**src/rtl/sdram_init_pkg.sv**
```systemverilog
// Package: shared command encodings, FSM states and cycle-conversion helpers
// for the SDRAM power-up sequencer. Assumes periods are given in picoseconds.
package sdram_init_pkg;

    // Command code on {cs_n, ras_n, cas_n, we_n}
    typedef enum logic [3:0] {
        CMD_NOP = 4'b0111,
        CMD_PRE = 4'b0010,
        CMD_REF = 4'b0001,
        CMD_MRS = 4'b0000
    } sd_cmd_e;

    typedef enum logic [2:0] {
        ST_PAUSE,
        ST_PRE,
        ST_WAIT_PRE,
        ST_REF,
        ST_WAIT_REF,
        ST_MRS,
        ST_WAIT_MRS,
        ST_DONE
    } init_state_e;

    // Round a nanosecond minimum up to whole clocks of period_ps
    function automatic int ns_to_clks(input int ns, input int period_ps);
        return (ns * 1000 + period_ps - 1) / period_ps;
    endfunction

    // Raise a value to a floor
    function automatic int at_least(input int v, input int floor_v);
        return (v < floor_v) ? floor_v : v;
    endfunction

endpackage

```
**src/rtl/sdram_init_timer.sv**
```systemverilog
// Down-counter that times the waits between sequencer steps.
// Assumes: load has priority; the count stops at zero; zero_o is high on zero.
module sdram_init_timer #(
    parameter int CNT_W     = 16,
    parameter int RESET_VAL = 0
) (
    input  logic             clk,
    input  logic             rst_n,
    input  logic             load_i,
    input  logic [CNT_W-1:0] load_val_i,
    output logic             zero_o
);

    logic [CNT_W-1:0] count_q;

    // Load a new wait, or count the current one down to zero
    always_ff @(posedge clk) begin
        if (!rst_n) begin
            count_q <= CNT_W'(RESET_VAL);
        end else if (load_i) begin
            count_q <= load_val_i;
        end else if (count_q != '0) begin
            count_q <= count_q - 1'b1;
        end
    end

    assign zero_o = (count_q == '0);

    // once at zero, the count stays there unless a new wait is loaded
    a_r10_timer_holds_zero: assert property (@(posedge clk) disable iff (!rst_n)
        (zero_o && !load_i) |=> zero_o);

endmodule

```
**src/rtl/sdram_init_refcnt.sv**
```systemverilog
// Counts the auto-refresh commands still to be issued.
// Assumes: dec_i is pulsed once per refresh command and never after the last.
module sdram_init_refcnt #(
    parameter int NUM_REFS = 8
) (
    input  logic clk,
    input  logic rst_n,
    input  logic dec_i,
    output logic none_left_o
);

    localparam int W = $clog2(NUM_REFS + 1);

    logic [W-1:0] left_q;

    // Reload on reset, decrement on each refresh issued
    always_ff @(posedge clk) begin
        if (!rst_n) begin
            left_q <= W'(NUM_REFS);
        end else if (dec_i) begin
            left_q <= left_q - 1'b1;
        end
    end

    assign none_left_o = (left_q == '0);

    // no refresh is issued beyond the required count
    a_r4_no_extra_refresh: assert property (@(posedge clk) disable iff (!rst_n)
        dec_i |-> !none_left_o);

endmodule

```
**src/rtl/sdram_init_cmd_enc.sv**
```systemverilog
// Turns the requested command into pin levels, address and bank.
// Assumes: the mode word keeps only its MODE_BITS low bits; the rest are reserved.
module sdram_init_cmd_enc
    import sdram_init_pkg::*;
#(
    parameter int          ADDR_W    = 12,
    parameter int          BANK_W    = 2,
    parameter int          AP_BIT    = 10,
    parameter int          MODE_BITS = 7,
    parameter [ADDR_W-1:0] MODE_WORD = '0
) (
    input  sd_cmd_e           cmd_i,
    output logic              cs_n_o,
    output logic              ras_n_o,
    output logic              cas_n_o,
    output logic              we_n_o,
    output logic [ADDR_W-1:0] addr_o,
    output logic [BANK_W-1:0] ba_o
);

    // Drive the strobes and place the operand for precharge or mode set
    always_comb begin
        {cs_n_o, ras_n_o, cas_n_o, we_n_o} = cmd_i;
        addr_o = '0;
        ba_o   = '0;
        case (cmd_i)
            CMD_PRE: addr_o[AP_BIT] = 1'b1;
            CMD_MRS: addr_o[MODE_BITS-1:0] = MODE_WORD[MODE_BITS-1:0];
            default: ;
        endcase
    end

endmodule

```
**src/rtl/sdram_pwrup_seq.sv**
```systemverilog
// SDRAM power-up sequencer: pause, precharge-all, N auto-refreshes, mode set,
// then init_done. All gaps are clocks derived from ns minimums and CLK_PERIOD_PS.
// Assumes: synchronous active-low reset; the outputs are decoded from the state register.
module sdram_pwrup_seq
    import sdram_init_pkg::*;
#(
    parameter int          CLK_PERIOD_PS = 10000,
    parameter int          PAUSE_NS      = 200000,
    parameter int          TRP_NS        = 30,
    parameter int          TRC_NS        = 90,
    parameter int          MRD_CLKS      = 3,
    parameter int          REFRESH_COUNT = 8,
    parameter int          ADDR_W        = 12,
    parameter int          BANK_W        = 2,
    parameter [ADDR_W-1:0] MODE_WORD     = 12'h032
) (
    input  logic              clk,
    input  logic              rst_n,
    output logic              sd_cke,
    output logic              sd_cs_n,
    output logic              sd_ras_n,
    output logic              sd_cas_n,
    output logic              sd_we_n,
    output logic [ADDR_W-1:0] sd_addr,
    output logic [BANK_W-1:0] sd_ba,
    output logic              init_done
);

    localparam int PAUSE_CLKS = at_least(ns_to_clks(PAUSE_NS, CLK_PERIOD_PS), 1);
    localparam int TRP_CLKS   = at_least(ns_to_clks(TRP_NS, CLK_PERIOD_PS), 2);
    localparam int TRC_CLKS   = at_least(ns_to_clks(TRC_NS, CLK_PERIOD_PS), 2);
    localparam int MRD_GAP    = at_least(MRD_CLKS, 2);
    localparam int NUM_REFS   = at_least(REFRESH_COUNT, 8);
    localparam int MAX_LOAD   = at_least(PAUSE_CLKS, at_least(TRP_CLKS, at_least(TRC_CLKS, MRD_GAP)));
    localparam int CNT_W      = $clog2(MAX_LOAD + 1);
    localparam int AP_BIT     = 10;
    localparam int MODE_BITS  = 7;

    init_state_e       state_q, state_d;
    sd_cmd_e           cmd;
    logic              t_load;
    logic [CNT_W-1:0]  t_val;
    logic              t_zero;
    logic              ref_dec;
    logic              refs_none;

    sdram_init_timer #(
        .CNT_W     (CNT_W),
        .RESET_VAL (PAUSE_CLKS - 1)
    ) timer_i (
        .clk        (clk),
        .rst_n      (rst_n),
        .load_i     (t_load),
        .load_val_i (t_val),
        .zero_o     (t_zero)
    );

    sdram_init_refcnt #(
        .NUM_REFS (NUM_REFS)
    ) refcnt_i (
        .clk         (clk),
        .rst_n       (rst_n),
        .dec_i       (ref_dec),
        .none_left_o (refs_none)
    );

    // State register; any reset returns to the pause
    always_ff @(posedge clk) begin
        if (!rst_n) state_q <= ST_PAUSE;
        else        state_q <= state_d;
    end

    // Next state and wait loads; each command state lasts one cycle
    always_comb begin
        state_d = state_q;
        t_load  = 1'b0;
        t_val   = '0;
        ref_dec = 1'b0;
        case (state_q)
            ST_PAUSE:    if (t_zero) state_d = ST_PRE;
            ST_PRE: begin
                t_load  = 1'b1;
                t_val   = CNT_W'(TRP_CLKS - 2);
                state_d = ST_WAIT_PRE;
            end
            ST_WAIT_PRE: if (t_zero) state_d = ST_REF;
            ST_REF: begin
                t_load  = 1'b1;
                t_val   = CNT_W'(TRC_CLKS - 2);
                ref_dec = 1'b1;
                state_d = ST_WAIT_REF;
            end
            ST_WAIT_REF: if (t_zero) state_d = refs_none ? ST_MRS : ST_REF;
            ST_MRS: begin
                t_load  = 1'b1;
                t_val   = CNT_W'(MRD_GAP - 2);
                state_d = ST_WAIT_MRS;
            end
            ST_WAIT_MRS: if (t_zero) state_d = ST_DONE;
            default:     state_d = ST_DONE;
        endcase
    end

    // Command requested by the current state
    always_comb begin
        case (state_q)
            ST_PRE:  cmd = CMD_PRE;
            ST_REF:  cmd = CMD_REF;
            ST_MRS:  cmd = CMD_MRS;
            default: cmd = CMD_NOP;
        endcase
    end

    sdram_init_cmd_enc #(
        .ADDR_W    (ADDR_W),
        .BANK_W    (BANK_W),
        .AP_BIT    (AP_BIT),
        .MODE_BITS (MODE_BITS),
        .MODE_WORD (MODE_WORD)
    ) enc_i (
        .cmd_i   (cmd),
        .cs_n_o  (sd_cs_n),
        .ras_n_o (sd_ras_n),
        .cas_n_o (sd_cas_n),
        .we_n_o  (sd_we_n),
        .addr_o  (sd_addr),
        .ba_o    (sd_ba)
    );

    assign sd_cke    = 1'b1;
    assign init_done = (state_q == ST_DONE);

    logic pin_nop, pin_pre, pin_mrs;
    assign pin_nop = ({sd_cs_n, sd_ras_n, sd_cas_n, sd_we_n} == 4'b0111);
    assign pin_pre = ({sd_cs_n, sd_ras_n, sd_cas_n, sd_we_n} == 4'b0010);
    assign pin_mrs = ({sd_cs_n, sd_ras_n, sd_cas_n, sd_we_n} == 4'b0000);

    // precharge selects all banks through address bit 10
    a_r3_precharge_all: assert property (@(posedge clk) disable iff (!rst_n)
        pin_pre |-> (sd_addr[AP_BIT] && sd_ba == '0));

    // the mode set leaves reserved address bits and bank bits low
    a_r7_mode_reserved_low: assert property (@(posedge clk) disable iff (!rst_n)
        pin_mrs |-> (sd_addr[ADDR_W-1:MODE_BITS] == '0 && sd_ba == '0));

    // every command is followed by at least one NOP
    a_r5_cmd_then_nop: assert property (@(posedge clk) disable iff (!rst_n)
        !pin_nop |=> pin_nop);

    // init_done rises exactly 3 cycles after the mode set
    a_r8_done_after_mrs: assert property (@(posedge clk) disable iff (!rst_n)
        $rose(init_done) |-> $past(pin_mrs, MRD_GAP));

    // once done, it stays done and the bus stays idle
    a_r8_done_sticky: assert property (@(posedge clk) disable iff (!rst_n)
        init_done |=> (init_done && pin_nop));

endmodule

```
**config.mk**
```make
export PLATFORM = sky130hd
export DESIGN_NAME = sdram_pwrup_seq
export DESIGN_NICKNAME = d
export VERILOG_FILES = /design/src/rtl/sdram_init_pkg.sv /design/src/rtl/sdram_init_timer.sv /design/src/rtl/sdram_init_refcnt.sv /design/src/rtl/sdram_init_cmd_enc.sv /design/src/rtl/sdram_pwrup_seq.sv
export SDC_FILE = /design/constraint.sdc
export NUM_CORES = 1
export LEC_CHECK = 0
export BUFFER_PORTS_ARGS = -buffer_cell sky130_fd_sc_hd__buf_2
export CAP_MARGIN = 20
export CORE_MARGIN = 2
export CORE_UTILIZATION = 50
export DETAILED_ROUTE_END_ITERATION = 8
export GPL_TIMING_DRIVEN = 0
export PLACE_DENSITY = 0.79
export SYNTH_ARGS = -nofsm -noshare
export SYNTH_HDL_FRONTEND = slang
export SYNTH_SLANG_ARGS = --single-unit
export TNS_END_PERCENT = 50
```
**constraint.sdc**
```tcl
create_clock -name clk -period 2.1 [get_ports clk]
set_clock_uncertainty 0.1 [all_clocks]
set_input_delay 0 -clock clk [delete_from_list [all_inputs] [get_ports clk]]
set_output_delay 0 -clock clk [all_outputs]
set_load 0.01 [all_outputs]
```
; Word-level counts from Yosys, hierarchy flattened
; Cells that the tools add are included.
[totals]
elab_cells = 40
ff_bits = 22
output_inout_bits = 20
[op_classes]
n_eq_ne = 12
muxes = 14
n_reduce_logical = 9
addsub = 2
[op_table]
columns = operator, count
row1 = $mux W15, 2
row2 = $pmux W3 S7, 1
row3 = $logic_not A15 Y1, 1
row4 = $mux W3, 5
row5 = $reduce_bool A15 Y1, 1
row6 = $sub A15 B1 Y15 const B, 1
row7 = $eq A3 B3 Y1 const B, 4
row8 = $pmux W3 S3, 1
row9 = $logic_not A4 Y1, 2
row10 = $ne A2 B2 Y1 const B, 4
row11 = $eq A3 B2 Y1 const B, 2
row12 = $mux W6, 1
row13 = $pmux W3 S2, 1
row14 = $eq A4 B2 Y1 const B, 1
row15 = $reduce_and A4 Y1, 1
row16 = $sub A4 B1 Y4 const B, 1
row17 = $eq A3 B1 Y1 const B, 1
row18 = $logic_not A3 Y1, 1
row19 = $mux W1, 3
row20 = $reduce_or A3 Y1, 1
row21 = $reduce_bool A2 Y1, 1
row22 = $reduce_or A2 Y1, 1

; Depth between registers and ports, before layout
[depth]
ltp_word = 4
depth_mapped = 8

; Modules after synthesis
; From an unflattened synthesis, not the netlist that was laid out.
[unflattened]
hier_cells = 176
hier_area_um2 = 1435.1
[modules_own_cells]
columns = mod, instances, area_each_um2, cells_each
row1 = sdram_init_timer, 1, 882.1, 112
row2 = sdram_init_refcnt, 1, 202.7, 20
row3 = sdram_pwrup_seq, 1, 198.9, 25
row4 = sdram_init_cmd_enc, 1, 151.4, 19

; Worst setup path before layout
; OpenSTA, ideal clock, no wires.
[synth_path]
path_kind = register to register
from = register timer_i.count_q[0]
to = register timer_i.count_q[10]
setup_slack_ns = 0.289
path_buffers = 0
setup_ns = 0.122
arrival_time_ns = 1.589
stages_incl_launch_ff = 7
cell_sequence = dfxtp_1 inv_1 ha_1 or4b_4 nor3_2 a21oi_1 a311o_1
[synth_via]
elab_chain_cells = 3
elab_cells_between_ends = 5
cone_classes = 1 x add/sub / 2 x mux / 2 x reduce/logical
[synth_lines]
columns = element, line
row1 = "start, declared", sdram_init_timer.sv:14  ; logic [CNT_W-1:0] count_q;
row2 = "start signal, assigned", sdram_init_timer.sv:19  ; count_q <= CNT_W'(RESET_VAL);
row3 = "start signal, assigned", sdram_init_timer.sv:21  ; count_q <= load_val_i;
row4 = "start signal, assigned", sdram_init_timer.sv:23  ; count_q <= count_q - 1'b1;
row5 = $sub A15 B1 Y15, sdram_init_timer.sv:23
row6 = $mux W15, sdram_init_timer.sv:22  ; end else if (count_q != '0) begin
row7 = $mux W15, sdram_init_timer.sv:20  ; end else if (load_i) begin
; Parallel ways exist; a longest one is shown, timed or not. The select of a mux whose other input is x is not followed.
; A chain may end at the register's enable or synchronous reset.

; Worst setup path after layout
[layout_path]
from = register timer_i.count_q[0]
to = register timer_i.count_q[5]
; The elaborated chain is that of the path after synthesis.

==> results.cfg <==
[floorplanning]
rows = 18
die_area_um2 = 2970
ioPinCount = 22
dieHeight_um = 54.5
fp.coreArea_um2 = 2450
start_util_pct = 51.9
die_w_um = 54.5

[placed_design]
dp.final_hpwl_mm = 2.14
place.gp.congestion = 0.821
dpl-instance-area_um2 = 1400
portBuffers = 9

[grt]
grt_overflow = 0
grt_use_met1_pct = 25.5
grtUsageMet2_pct = 37.1
grt_max_degree = 14
antenna_found_initial = 0
busiest_layer = met2
grt_use_met3_pct = 3.28
grt_first_pass_wirelength_mm = 4.41
grt_pass1_vias = 956
grt_usage_pct = 20.8

[synthesis]
synth-edff-count = 0
yosysWarningCount = 0
yosysSeqAreaShare_pct = 34.5
synthTopCellsByArea = dfxtp_1, buf_4, nor2_1, or4_1, a21oi_1
yosysTopAreaCellShare_pct = 34.5
post_synth_num_cell_types = 50
ys_async_sr_fraction_pct = 0
synth_largest_area_cell = dfxtp_1
syn_area_per_cell_um2 = 8.50
ys_ff_latch = 22
syn_area_um2 = 1270
synth_top_flop_cell = dfxtp_1
syn_inst = 150

[cells_and_area]
regArea_um2 = 440
multi_input_area_um2 = 716
nets = 179
final_core_util_pct = 59.6
n_antenna_cell = 0
area_growth_pct = 14.8
stdcell_area_um2 = 1460
nFillCells = 227
drive_above_1_share_pct = 23.0

[timing]
hold_viol = 0
finalCritPeriodShare_pct = 94.6
slew_viol_final = 0
fmax_ghz = 0.503
period_needed_ps = 1990
timing.setup.tns_ps = 0
rsz0062_at_grt = no
worst_pin_slew_ps = 575
setup_viol = 0
slew-limit-headroom_pct = 61.4

[routing]
num_vias = 1144
vias_per_cell = 5.61
wirelength_mm = 2.82
drtIter0Drc = 31
ant_nets = 0
drc = 0
detail_route.wl_per_cell_um = 13.8
firstDrtPassIters = 4

[cts]
cts.path.max_buffers = 2
htree_levels = 1
cts_tree = built
clockRootBuffer = clkbuf_4
post-cts-setup-buffers = 0
clock_latency_ps = 310
clkSinkCount = 22
cts_buffers = 3
clk_pin_slew_ps = 130

[power_and_ir_drop]
leakage_nw = 0.595
ir_drop_v = 0.000431
power.density_nw_per_um2 = 554

[critical_path]
crit_type = flop to flop
cp.required_ps = 2250
arrival_ps = 2130
startpoint_type = flop
crit_fanout = 8
end_kind = flop

[job]
maxCapViolations = 0

[hold_path]
min_path_type = input port to flop

[outcome]
status = completed
-- metrics by stage --
stage | hold WS, ps | worst slack [ps] | std cells | power, mW
after floorplan | -38.1 | 289 | 160 | 0.480
after global placement | 148 | 131 | 199 | 0.487
after detailed placement | 163 | 82.9 | 199 | 0.491
after CTS | 385 | 44.3 | 204 | 0.813
after global routing | 405 | 27.5 | 204 | 0.841
final | 400 | 113 | 204 | 0.811
-- power breakdown --
group	switching [mW]	internal, mW	total [mW]
registers	0.00570	0.422	0.428
clock network	0.133	0.193	0.326
logic	0.0310	0.0264	0.0574
total	0.169	0.642	0.811
-- cell families (layout without fill, tap and decap cells) --
kind of cell | count (synthesis) | after routing | share of synthesized area (%)
buf+inv | 26 | 40 | 12.8
simple gates | 67 | 67 | 31.9
xor+xnor | 5 | 5 | 3.43
compound gates | 25 | 25 | 14.0
mux | 1 | 1 | 0.785
flops | 22 | 22 | 34.5
other cells | 2 | 12 | 0.589
fa+ha+maj | 2 | 2 | 1.96
-- cells in the mapped netlist, types with 2 or more instances --
library cell and n:
or4_1 6, nand3b_1 2, inv_1 5, nor3_2 2
o21ai_1 2, xnor2_1 4, conb_1 2, ha_1 2
o31ai_1 3, nor3_1 5, o211ai_1 3, nand3_1 6
dfxtp_1 22, nand4_1 2, a21oi_1 7, inv_2 2
nor4b_1 2, buf_4 15, nor4_1 2, or3_1 2
a311o_1 2, nand2_1 9, nor2_1 16
-- state kept, by name, indices dropped and copies added, names as in the netlist --
register,cells
state_q,3
refcnt_i.left_q,4
timer_i.count_q,15
-- repair_timing --
action	in CTS	in global routing
endpoints found under the setup margin	0	14
hold buffers	1	0
resized for setup	0	1
hold endpoints to repair	5	0
-- layout make-up --
cell class / count / area share, %
plain buffers: 18 / 9.06
inverters: 8 / 2.05
repair buffers: 10 / 3.76
clock buffers: 3 / 1.54
multi-input cells: 112 / 48.9
clock inverters: 1 / 2.05
well taps: 30 / 2.56
flip-flops and latches: 22 / 30.1
-- routing by layer --
metal | routed length, um | part of all wire [%] | vias up
met4 | 42 | 1.5 | 0
met2 | 1490 | 53 | 42
met5 | 0 | 0 | -
met1 | 1140 | 40 | 533
met3 | 151 | 5.3 | 6
li1 | - | - | 563
-- layout by cell type, fill, tap and decap left out, types with 2 or more instances in the layout --
cell,synthesis,routed
dfxtp_1,22,22
inv_2,2,2
or4_1,6,6
nor2_1,16,16
o21ai_1,2,2
nand3_1,6,6
o31ai_1,3,3
clkbuf_4,0,3
buf_2,1,10
nand2_1,9,9
nor3_1,5,5
xnor2_1,4,4
conb_1,2,12
o211ai_1,3,3
nor3_2,2,2
a21oi_1,7,7
or3_1,2,2
nor4_1,2,2
buf_4,15,15
a311o_1,2,2
nand4_1,2,2
inv_1,5,5
ha_1,2,2
nand3b_1,2,2
-- path summary, 6_finish.rpt --
| path | startpoint | endpoint | slack (ps) | depth (start not counted) |
|---|---|---|---|---|
| min reg2reg | timer_i.count_q[13]$_SDFFE_PN0P_ | timer_i.count_q[13]$_SDFFE_PN0P_ | 410 | 2 |
| max reg2reg | timer_i.count_q[0]$_SDFFE_PN1P_ | timer_i.count_q[5]$_SDFFE_PN0P_ | 110 | 7 |
| min | rst_n | refcnt_i.left_q[3]$_SDFFE_PN1P_ | 400 | 3 |
| max | timer_i.count_q[0]$_SDFFE_PN1P_ | timer_i.count_q[5]$_SDFFE_PN0P_ | 110 | 7 |
-- critical path: stages (launching register included) --
cell     delay [ps]
dfxtp_1         390
inv_1            70
ha_1            250
nor4b_2         190
and4_1          200
buf_4           160
or4_1           410
a21oi_1         150
(Power assumes the default switching activity.)
